**src/rtl/csg_pkg.sv**
```systemverilog
package csg_pkg;
  // Fixed option/base field positions
  localparam int MLSB      = 12;
  localparam int BIT_ASET  = 11;
  localparam int BIT_WRAH  = 10;
  localparam int WS_LSB    = 2;
  localparam int WS_W      = 5;
  localparam int BIT_RWSEL = 1;
  localparam int BIT_RWMSK = 0;
  localparam int BIT_VLD   = 0;

  typedef enum logic [1:0] {
    ST_IDLE   = 2'd0,
    ST_SETUP  = 2'd1,
    ST_ACTIVE = 2'd2,
    ST_HOLD   = 2'd3
  } csg_state_e;
endpackage

```
**src/rtl/csg_regs.sv**
```systemverilog
module csg_regs
  import csg_pkg::*;
#(
  parameter int NUM = 8,
  parameter int AW  = 32,
  parameter logic [31:0] OPT_RST = 32'hFFFF_F078,
  localparam int IDX_W = (NUM > 1) ? $clog2(NUM) : 1,
  localparam int HW    = AW - MLSB
) (
  input  logic                          clk,
  input  logic                          rst_n,
  input  logic                          cfg_we,
  input  logic                          cfg_sel_opt,
  input  logic [IDX_W-1:0]              cfg_idx,
  input  logic [AW-1:0]                 cfg_wdata,
  output logic [NUM-1:0][HW-1:0]        base_hi,
  output logic [NUM-1:0]                base_vld,
  output logic [NUM-1:0][HW-1:0]        mask_hi,
  output logic [NUM-1:0]                opt_aset,
  output logic [NUM-1:0]                opt_wrah,
  output logic [NUM-1:0][WS_W-1:0]      opt_ws,
  output logic [NUM-1:0]                opt_rwsel,
  output logic [NUM-1:0]                opt_rwmsk
);
  // bits carried in the option word with no timing effect here
  logic cfg_unused;
  assign cfg_unused = ^cfg_wdata[BIT_WRAH-1:WS_LSB+WS_W];

  for (genvar g = 0; g < NUM; g++) begin : g_reg
    logic base_en, opt_en;
    assign base_en = cfg_we && !cfg_sel_opt && (cfg_idx == IDX_W'(g));
    assign opt_en  = cfg_we &&  cfg_sel_opt && (cfg_idx == IDX_W'(g));

    always_ff @(posedge clk or negedge rst_n) begin
      if (!rst_n) begin
        base_hi[g]  <= '0;
        base_vld[g] <= 1'b0;
      end else if (base_en) begin
        base_hi[g]  <= cfg_wdata[AW-1:MLSB];
        base_vld[g] <= cfg_wdata[BIT_VLD];
      end
    end

    always_ff @(posedge clk or negedge rst_n) begin
      if (!rst_n) begin
        mask_hi[g]   <= {HW{1'b1}};
        opt_aset[g]  <= OPT_RST[BIT_ASET];
        opt_wrah[g]  <= OPT_RST[BIT_WRAH];
        opt_ws[g]    <= OPT_RST[WS_LSB +: WS_W];
        opt_rwsel[g] <= OPT_RST[BIT_RWSEL];
        opt_rwmsk[g] <= OPT_RST[BIT_RWMSK];
      end else if (opt_en) begin
        mask_hi[g]   <= cfg_wdata[AW-1:MLSB];
        opt_aset[g]  <= cfg_wdata[BIT_ASET];
        opt_wrah[g]  <= cfg_wdata[BIT_WRAH];
        opt_ws[g]    <= cfg_wdata[WS_LSB +: WS_W];
        opt_rwsel[g] <= cfg_wdata[BIT_RWSEL];
        opt_rwmsk[g] <= cfg_wdata[BIT_RWMSK];
      end
    end
  end
endmodule

```
**src/rtl/csg_decode.sv**
```systemverilog
module csg_decode
  import csg_pkg::*;
#(
  parameter int NUM = 8,
  parameter int AW  = 32,
  localparam int IDX_W = (NUM > 1) ? $clog2(NUM) : 1,
  localparam int HW    = AW - MLSB
) (
  input  logic [HW-1:0]           addr_hi,
  input  logic                    is_rd,
  input  logic [NUM-1:0][HW-1:0]  base_hi,
  input  logic [NUM-1:0]          base_vld,
  input  logic [NUM-1:0][HW-1:0]  mask_hi,
  input  logic [NUM-1:0]          opt_rwsel,
  input  logic [NUM-1:0]          opt_rwmsk,
  output logic                    hit,
  output logic [IDX_W-1:0]        hit_idx
);
  logic [NUM-1:0] match;

  for (genvar g = 0; g < NUM; g++) begin : g_cmp
    logic addr_ok, dir_ok;
    assign addr_ok  = ((addr_hi ^ base_hi[g]) & mask_hi[g]) == '0;
    assign dir_ok   = !opt_rwmsk[g] || (opt_rwsel[g] == is_rd);
    assign match[g] = base_vld[g] && addr_ok && dir_ok;
  end

  // scan from the top so the lowest index is the last to write
  always_comb begin
    hit_idx = '0;
    for (int i = NUM - 1; i >= 0; i--) begin
      if (match[i]) hit_idx = IDX_W'(i);
    end
  end

  assign hit = |match;
endmodule

```
**src/rtl/csg_fsm.sv**
```systemverilog
module csg_fsm
  import csg_pkg::*;
#(
  parameter int NUM = 8,
  localparam int IDX_W = (NUM > 1) ? $clog2(NUM) : 1
) (
  input  logic              clk,
  input  logic              rst_n,
  input  logic              bus_req,
  input  logic              is_rd,
  input  logic              hit,
  input  logic [IDX_W-1:0]  hit_idx,
  input  logic              sel_aset,
  input  logic              sel_wrah,
  input  logic [WS_W-1:0]   sel_ws,
  input  logic              ext_ack,
  output logic [NUM-1:0]    cs_n,
  output logic              rw_n,
  output logic              xfer_done,
  output logic              drv_en
);
  csg_state_e       st_q, st_d;
  logic [IDX_W-1:0] idx_q;
  logic             wr_q, wrah_q, pend_q, pend_d;
  logic [WS_W-1:0]  cnt_q, cnt_d;
  logic             cap_en, cnt_en, fin;

  assign cap_en = (st_q == ST_IDLE) && bus_req && hit;

  // next-state process
  always_comb begin
    st_d   = st_q;
    cnt_d  = cnt_q;
    pend_d = pend_q;
    fin    = 1'b0;
    cnt_en = 1'b0;
    unique case (st_q)
      ST_IDLE: begin
        if (cap_en) begin
          cnt_d  = sel_ws;
          cnt_en = 1'b1;
          pend_d = sel_aset && !is_rd;
          st_d   = sel_aset ? ST_SETUP : ST_ACTIVE;
        end
      end
      ST_SETUP: st_d = ST_ACTIVE;
      ST_ACTIVE: begin
        if (pend_q) begin
          pend_d = 1'b0;
        end else if ((cnt_q == '0) || ext_ack) begin
          fin  = 1'b1;
          st_d = (wr_q && wrah_q) ? ST_HOLD : ST_IDLE;
        end else begin
          cnt_d  = cnt_q - 1'b1;
          cnt_en = 1'b1;
        end
      end
      ST_HOLD: st_d = ST_IDLE;
      default: st_d = ST_IDLE;
    endcase
  end

  // register process
  always_ff @(posedge clk or negedge rst_n) begin
    if (!rst_n) begin
      st_q   <= ST_IDLE;
      idx_q  <= '0;
      wr_q   <= 1'b0;
      wrah_q <= 1'b0;
      pend_q <= 1'b0;
      cnt_q  <= '0;
    end else begin
      st_q   <= st_d;
      pend_q <= pend_d;
      if (cap_en) begin
        idx_q  <= hit_idx;
        wr_q   <= !is_rd;
        wrah_q <= sel_wrah;
      end
      if (cnt_en) cnt_q <= cnt_d;
    end
  end

  always_comb begin
    cs_n = '1;
    if (st_q == ST_ACTIVE) cs_n[idx_q] = 1'b0;
  end

  assign rw_n      = !((st_q == ST_ACTIVE) && wr_q && !pend_q);
  assign xfer_done = fin;
  assign drv_en    = (st_q != ST_IDLE);
endmodule

```
**src/rtl/csg_top.sv**
```systemverilog
module csg_top
  import csg_pkg::*;
#(
  parameter int NUM_CS = 8,
  parameter int AW     = 32,
  localparam int IDX_W = (NUM_CS > 1) ? $clog2(NUM_CS) : 1,
  localparam int HW    = AW - MLSB
) (
  input  logic              clk,
  input  logic              rst_n,
  input  logic              cfg_we,
  input  logic              cfg_sel_opt,
  input  logic [IDX_W-1:0]  cfg_idx,
  input  logic [AW-1:0]     cfg_wdata,
  input  logic              bus_req,
  input  logic [AW-1:0]     bus_addr,
  input  logic              bus_rd,
  input  logic              ext_ack,
  output logic [NUM_CS-1:0] cs_n,
  output logic              rw_n,
  output logic              xfer_done,
  output logic              drv_en
);
  // reset: asserted asynchronously, released after two clock edges
  logic rst_s0, rst_s1;
  always_ff @(posedge clk or negedge rst_n) begin
    if (!rst_n) begin
      rst_s0 <= 1'b0;
      rst_s1 <= 1'b0;
    end else begin
      rst_s0 <= 1'b1;
      rst_s1 <= rst_s0;
    end
  end

  logic addr_unused;
  assign addr_unused = ^bus_addr[MLSB-1:0];

  logic [NUM_CS-1:0][HW-1:0]   base_hi, mask_hi;
  logic [NUM_CS-1:0]           base_vld, opt_aset, opt_wrah, opt_rwsel, opt_rwmsk;
  logic [NUM_CS-1:0][WS_W-1:0] opt_ws;
  logic                        hit;
  logic [IDX_W-1:0]            hit_idx;

  csg_regs #(.NUM(NUM_CS), .AW(AW)) u_regs (
    .clk(clk), .rst_n(rst_s1),
    .cfg_we(cfg_we), .cfg_sel_opt(cfg_sel_opt), .cfg_idx(cfg_idx), .cfg_wdata(cfg_wdata),
    .base_hi(base_hi), .base_vld(base_vld), .mask_hi(mask_hi),
    .opt_aset(opt_aset), .opt_wrah(opt_wrah), .opt_ws(opt_ws),
    .opt_rwsel(opt_rwsel), .opt_rwmsk(opt_rwmsk)
  );

  csg_decode #(.NUM(NUM_CS), .AW(AW)) u_dec (
    .addr_hi(bus_addr[AW-1:MLSB]), .is_rd(bus_rd),
    .base_hi(base_hi), .base_vld(base_vld), .mask_hi(mask_hi),
    .opt_rwsel(opt_rwsel), .opt_rwmsk(opt_rwmsk),
    .hit(hit), .hit_idx(hit_idx)
  );

  csg_fsm #(.NUM(NUM_CS)) u_fsm (
    .clk(clk), .rst_n(rst_s1),
    .bus_req(bus_req), .is_rd(bus_rd), .hit(hit), .hit_idx(hit_idx),
    .sel_aset(opt_aset[hit_idx]), .sel_wrah(opt_wrah[hit_idx]), .sel_ws(opt_ws[hit_idx]),
    .ext_ack(ext_ack),
    .cs_n(cs_n), .rw_n(rw_n), .xfer_done(xfer_done), .drv_en(drv_en)
  );
endmodule

```
**config.mk**
```make
export PLATFORM = sky130hd
export DESIGN_NAME = csg_top
export DESIGN_NICKNAME = d
export VERILOG_FILES = /design/src/rtl/csg_pkg.sv /design/src/rtl/csg_regs.sv /design/src/rtl/csg_decode.sv /design/src/rtl/csg_fsm.sv /design/src/rtl/csg_top.sv
export SDC_FILE = /design/constraint.sdc
export NUM_CORES = 1
export LEC_CHECK = 0
export BUFFER_PORTS_ARGS = -buffer_cell sky130_fd_sc_hd__buf_4
export CAP_MARGIN = 20
export CORE_MARGIN = 2
export CORE_UTILIZATION = 49
export CTS_CLUSTER_DIAMETER = 40
export CTS_CLUSTER_SIZE = 10
export DETAILED_ROUTE_END_ITERATION = 12
export PLACE_DENSITY = 0.66
export SLEW_MARGIN = 25
export SYNTH_ARGS = -nofsm -noshare
export SYNTH_HDL_FRONTEND = slang
export SYNTH_SLANG_ARGS = --single-unit
```
**constraint.sdc**
```tcl
create_clock -name clk -period 30.4 [get_ports clk]
set_clock_uncertainty 0.15 [all_clocks]
set_input_delay 3.04 -clock clk [delete_from_list [all_inputs] [get_ports clk]]
set_output_delay 3.04 -clock clk [all_outputs]
set_load 0.02 [all_outputs]
```
==> results.py <==
metrics = {
    "outcome": {
        "status": "finished clean",
    },
    "synthesis": {
        "synth_xor_area_share_pct": 7.733,
        "synthCells": 1367,
        "ys_ff_latch": 415,
        "seq_area_frac_synth_pct": 55.84,
        "synthAdderAreaFrac_pct": 0.1315,
        "synth.most_common_cell": "mux2_2",
        "synth-simple-area-share_pct": 3.558,
        "synth_top_family_by_area": "multiplexers",
        "synth.area.top_cells": "dfrtp_1 (29%), dfstp_2 (27%), mux2_2 (24%)",
        "yosysUniqueCellTypes": 54,
        "synth_area_per_cell_um2": 13.92,
        "synth.cell_area_um2": 19030,
        "syn-num-nets": 1443,
        "async_reset_ff_share_pct": 100.0,
        "synthMuxAreaShare_pct": 24.85,
        "synth-compound-area-share_pct": 5.307,
        "synth_edf_count": 0,
        "ys_top_cells_by_count": "mux2_2 (407), dfrtp_1 (223), dfstp_2 (192)",
        "ys.flop_type": "dfrtp_1",
        "synth_area_leader_cell": "dfrtp_1",
        "yosys_warnings": 0,
        "synth_top_area_share_pct": 29.33,
    },
    "floorplanning": {
        "coreArea_um2": 38470,
        "die-area_um2": 40420,
        "fp-row-count": 72,
        "ios": 85,
        "dieHeight_um": 201.1,
        "initial_utilization_pct": 49.46,
        "die_x_um": 201.1,
    },
    "route": {
        "avgViaCountPerCell": 5.622,
        "drcViolationCount": 0,
        "firstDrtPassIters": 5,
        "antenna_left": 0,
        "via_count": 11240,
        "initialDrtViolationCount": 612,
        "drt_wl_total_um": 46110,
        "wl_per_cell_um": 23.06,
    },
    "place": {
        "port_buffers": 69,
        "numPlacedInstances": 1884,
        "place_ws_ns": 23.56,
        "gp_congestion": 0.7959,
        "hpwl_um": 30150,
    },
    "critical_path": {
        "regToRegEndpoint": "u_fsm.cnt_q[2]",
        "r2r_setup_slack_ns": 26.76,
        "path_class": "input port to output port",
        "worstSetupEndpointType": "output port",
        "cp_data_required_time_ns": 27.21,
        "cp_num_buf_inv": 2,
        "crit_top_cell": "buf_4",
        "worstReg2RegStart": "u_regs.base_hi[35]",
        "critPathMaxFanout": 4,
        "crit_family": "buffers and inverters",
        "cp_data_arrival_time_ns": 3.66,
        "startpoint_type": "input port",
        "cp_slowest_cell": "a31oi_1",
        "critPathMaxStageDelay_ns": 0.26,
        "r2r_cells": 10,
        "cp_cell_sequence": "buf_4 > a31oi_1 > nor3_1 > buf_4",
    },
    "min_path": {
        "holdCritStartpoint": "rst_s0",
        "hold_path_depth": 0,
        "worstHoldEndpoint": "rst_s1",
        "hp-class": "register to register",
    },
    "power": {
        "powerDensity_nw_per_um2": 82.56,
        "leakage_uw": 0.009355,
        "vdd.ir_drop.worst_v": 0.00005279,
    },
    "clock_network": {
        "cts_resized": 0,
        "path_clk_slew_ns": 0.05,
        "clk_path_buf_depth": 3,
        "post_cts_buffers": 0,
        "cts.hold.buffers_added": 0,
        "cts_tree": "built",
        "htreeDepth": 2,
        "root_buffer": "clkbuf_16",
        "clk_latency_ns": 0.60,
        "cts_buffers": 60,
        "cts.sinks": 415,
    },
    "finish": {
        "fin_nets": 1506,
        "final_cells": 2000,
        "drive_gt1_share_pct": 54.45,
        "n_antenna_cell": 0,
        "area_growth_pct": 15.79,
    },
    "timing": {
        "hold_ws_ns": 0.1971,
        "fin_crit_ns": 6.852,
        "grt_setup_unrepaired": "no",
        "fin_ws_ns": 23.55,
        "slew_headroom_pct": 29.51,
        "hold_viol": 0,
        "setup_violations": 0,
        "fmax_ghz": 0.1459,
        "fin_crit_sh_pct": 22.54,
        "fin_tns_setup_ns": 0,
        "tightest_slew_ns": 1.057,
        "finalMaxSlewViolations": 0,
    },
    "global_route": {
        "grt_pass1_vias": 12000,
        "grt_usage_pct": 23.35,
        "antenna_found_initial": 2,
        "grt_max_degree": 82,
        "grt_overflow": 0,
        "grt_pass1_wl_um": 71360,
    },
    "flow_run": {
        "drv_cap": 0,
    },
}
==> placed cells by master (no fill, tap or decap), types with 4 or more instances in the layout <==
master / synthesis / routed
or3_1: 7 / 5
inv_1: 9 / 9
a22oi_1: 82 / 82
nor2b_1: 6 / 5
nand3_1: 12 / 12
nand2b_1: 4 / 4
clkinvlp_4: 0 / 5
clkbuf_8: 0 / 8
mux2_2: 407 / 407
dfrtp_1: 223 / 222
nand3b_1: 4 / 4
dfstp_2: 192 / 192
clkbuf_16: 0 / 61
mux2i_1: 13 / 13
clkinv_2: 0 / 8
nand4_1: 25 / 25
nor3_1: 9 / 9
nor2_4: 0 / 6
clkbuf_1: 39 / 19
bufinv_16: 0 / 5
a21oi_1: 8 / 8
xor2_1: 168 / 168
nor2_1: 21 / 12
buf_4: 16 / 84
o21ai_0: 7 / 7
nand2_1: 32 / 32
inv_6: 0 / 6
==> registers in the layout (all words and copies together), names as in the netlist, 2 cells and up <==
register          count
u_regs.base_hi      160
u_regs.mask_hi      160
u_regs.opt_ws        40
u_regs.base_vld       8
u_regs.opt_aset       8
u_regs.opt_rwmsk      8
u_regs.opt_rwsel      8
u_regs.opt_wrah       8
u_fsm.cnt_q           5
u_fsm.idx_q           3
u_fsm.st_q            2
==> layer usage <==
layer	track usage (%)	share of wire (%)	routed length, um	vias up
met5	0	0.065	30	-
met4	7.831	2.7	1227	4
met3	3.734	3.1	1410	83
met2	39.79	50	22990	157
met1	30.47	44	20450	5942
li1	-	-	-	5058
==> layout make-up <==
class                   count  area (um2)
fillers                  3158       16440
flip-flops and latches    415       10630
multi-input cells         855        7978
clock buffers              88        1708
repair buffers             89       737.0
well taps                 518       648.1
clock inverters            26       297.8
inverters                   9       33.78
==> where the power goes <==
part           switching (uW)  internal [uW]  total [uW]
Sequential               78.7            727         806
Clock                     254            432         686
Combinational             156            171         327
==> worst reg2reg max path: stages, from the launching register on <==
cell and delay (ns):
dfrtp_1 0.38, xor2_1 0.16, a22oi_1 0.38, nand4_1 0.38, nor3_1 0.65, nor2b_1 0.23, a31oi_2 0.05, buf_4 0.26
mux2_2 0.35, a221oi_1 0.39, a21oi_1 0.12
==> worst max path at each step <==
stage               startpoint  cells after the start  slack, ns        endpoint
floorplan               rst_s1                      0      18.16  u_fsm.cnt_q[0]
global placement       ext_ack                      4      23.57       xfer_done
detailed placement     ext_ack                      4      23.56       xfer_done
CTS                    ext_ack                      4      23.55       xfer_done
global route           ext_ack                      4      23.50       xfer_done
finish                 ext_ack                      4      23.55       xfer_done
==> kinds of logic (layout without fill, tap and decap cells) <==
family / count (synthesis) / count (layout)
mux: 421 / 421
other cells: 1 / 1
fa+ha+maj: 2 / 2
flops: 415 / 415
buf+inv: 97 / 212
simple gates: 129 / 129
compound gates: 134 / 134
xor+xnor: 168 / 168
==> through the flow <==
step           power, uW  util (%)  instance area (um2)
2_1_floorplan       1043         -                19030
6_report            1819     57.27                22030
4_1_cts             1834     57.16                21990
5_1_grt             1904     57.27                22030
3_3_place_gp        1127     51.79                19920
3_5_place_dp        1142     51.95                19980
(Power assumes the default switching activity.)
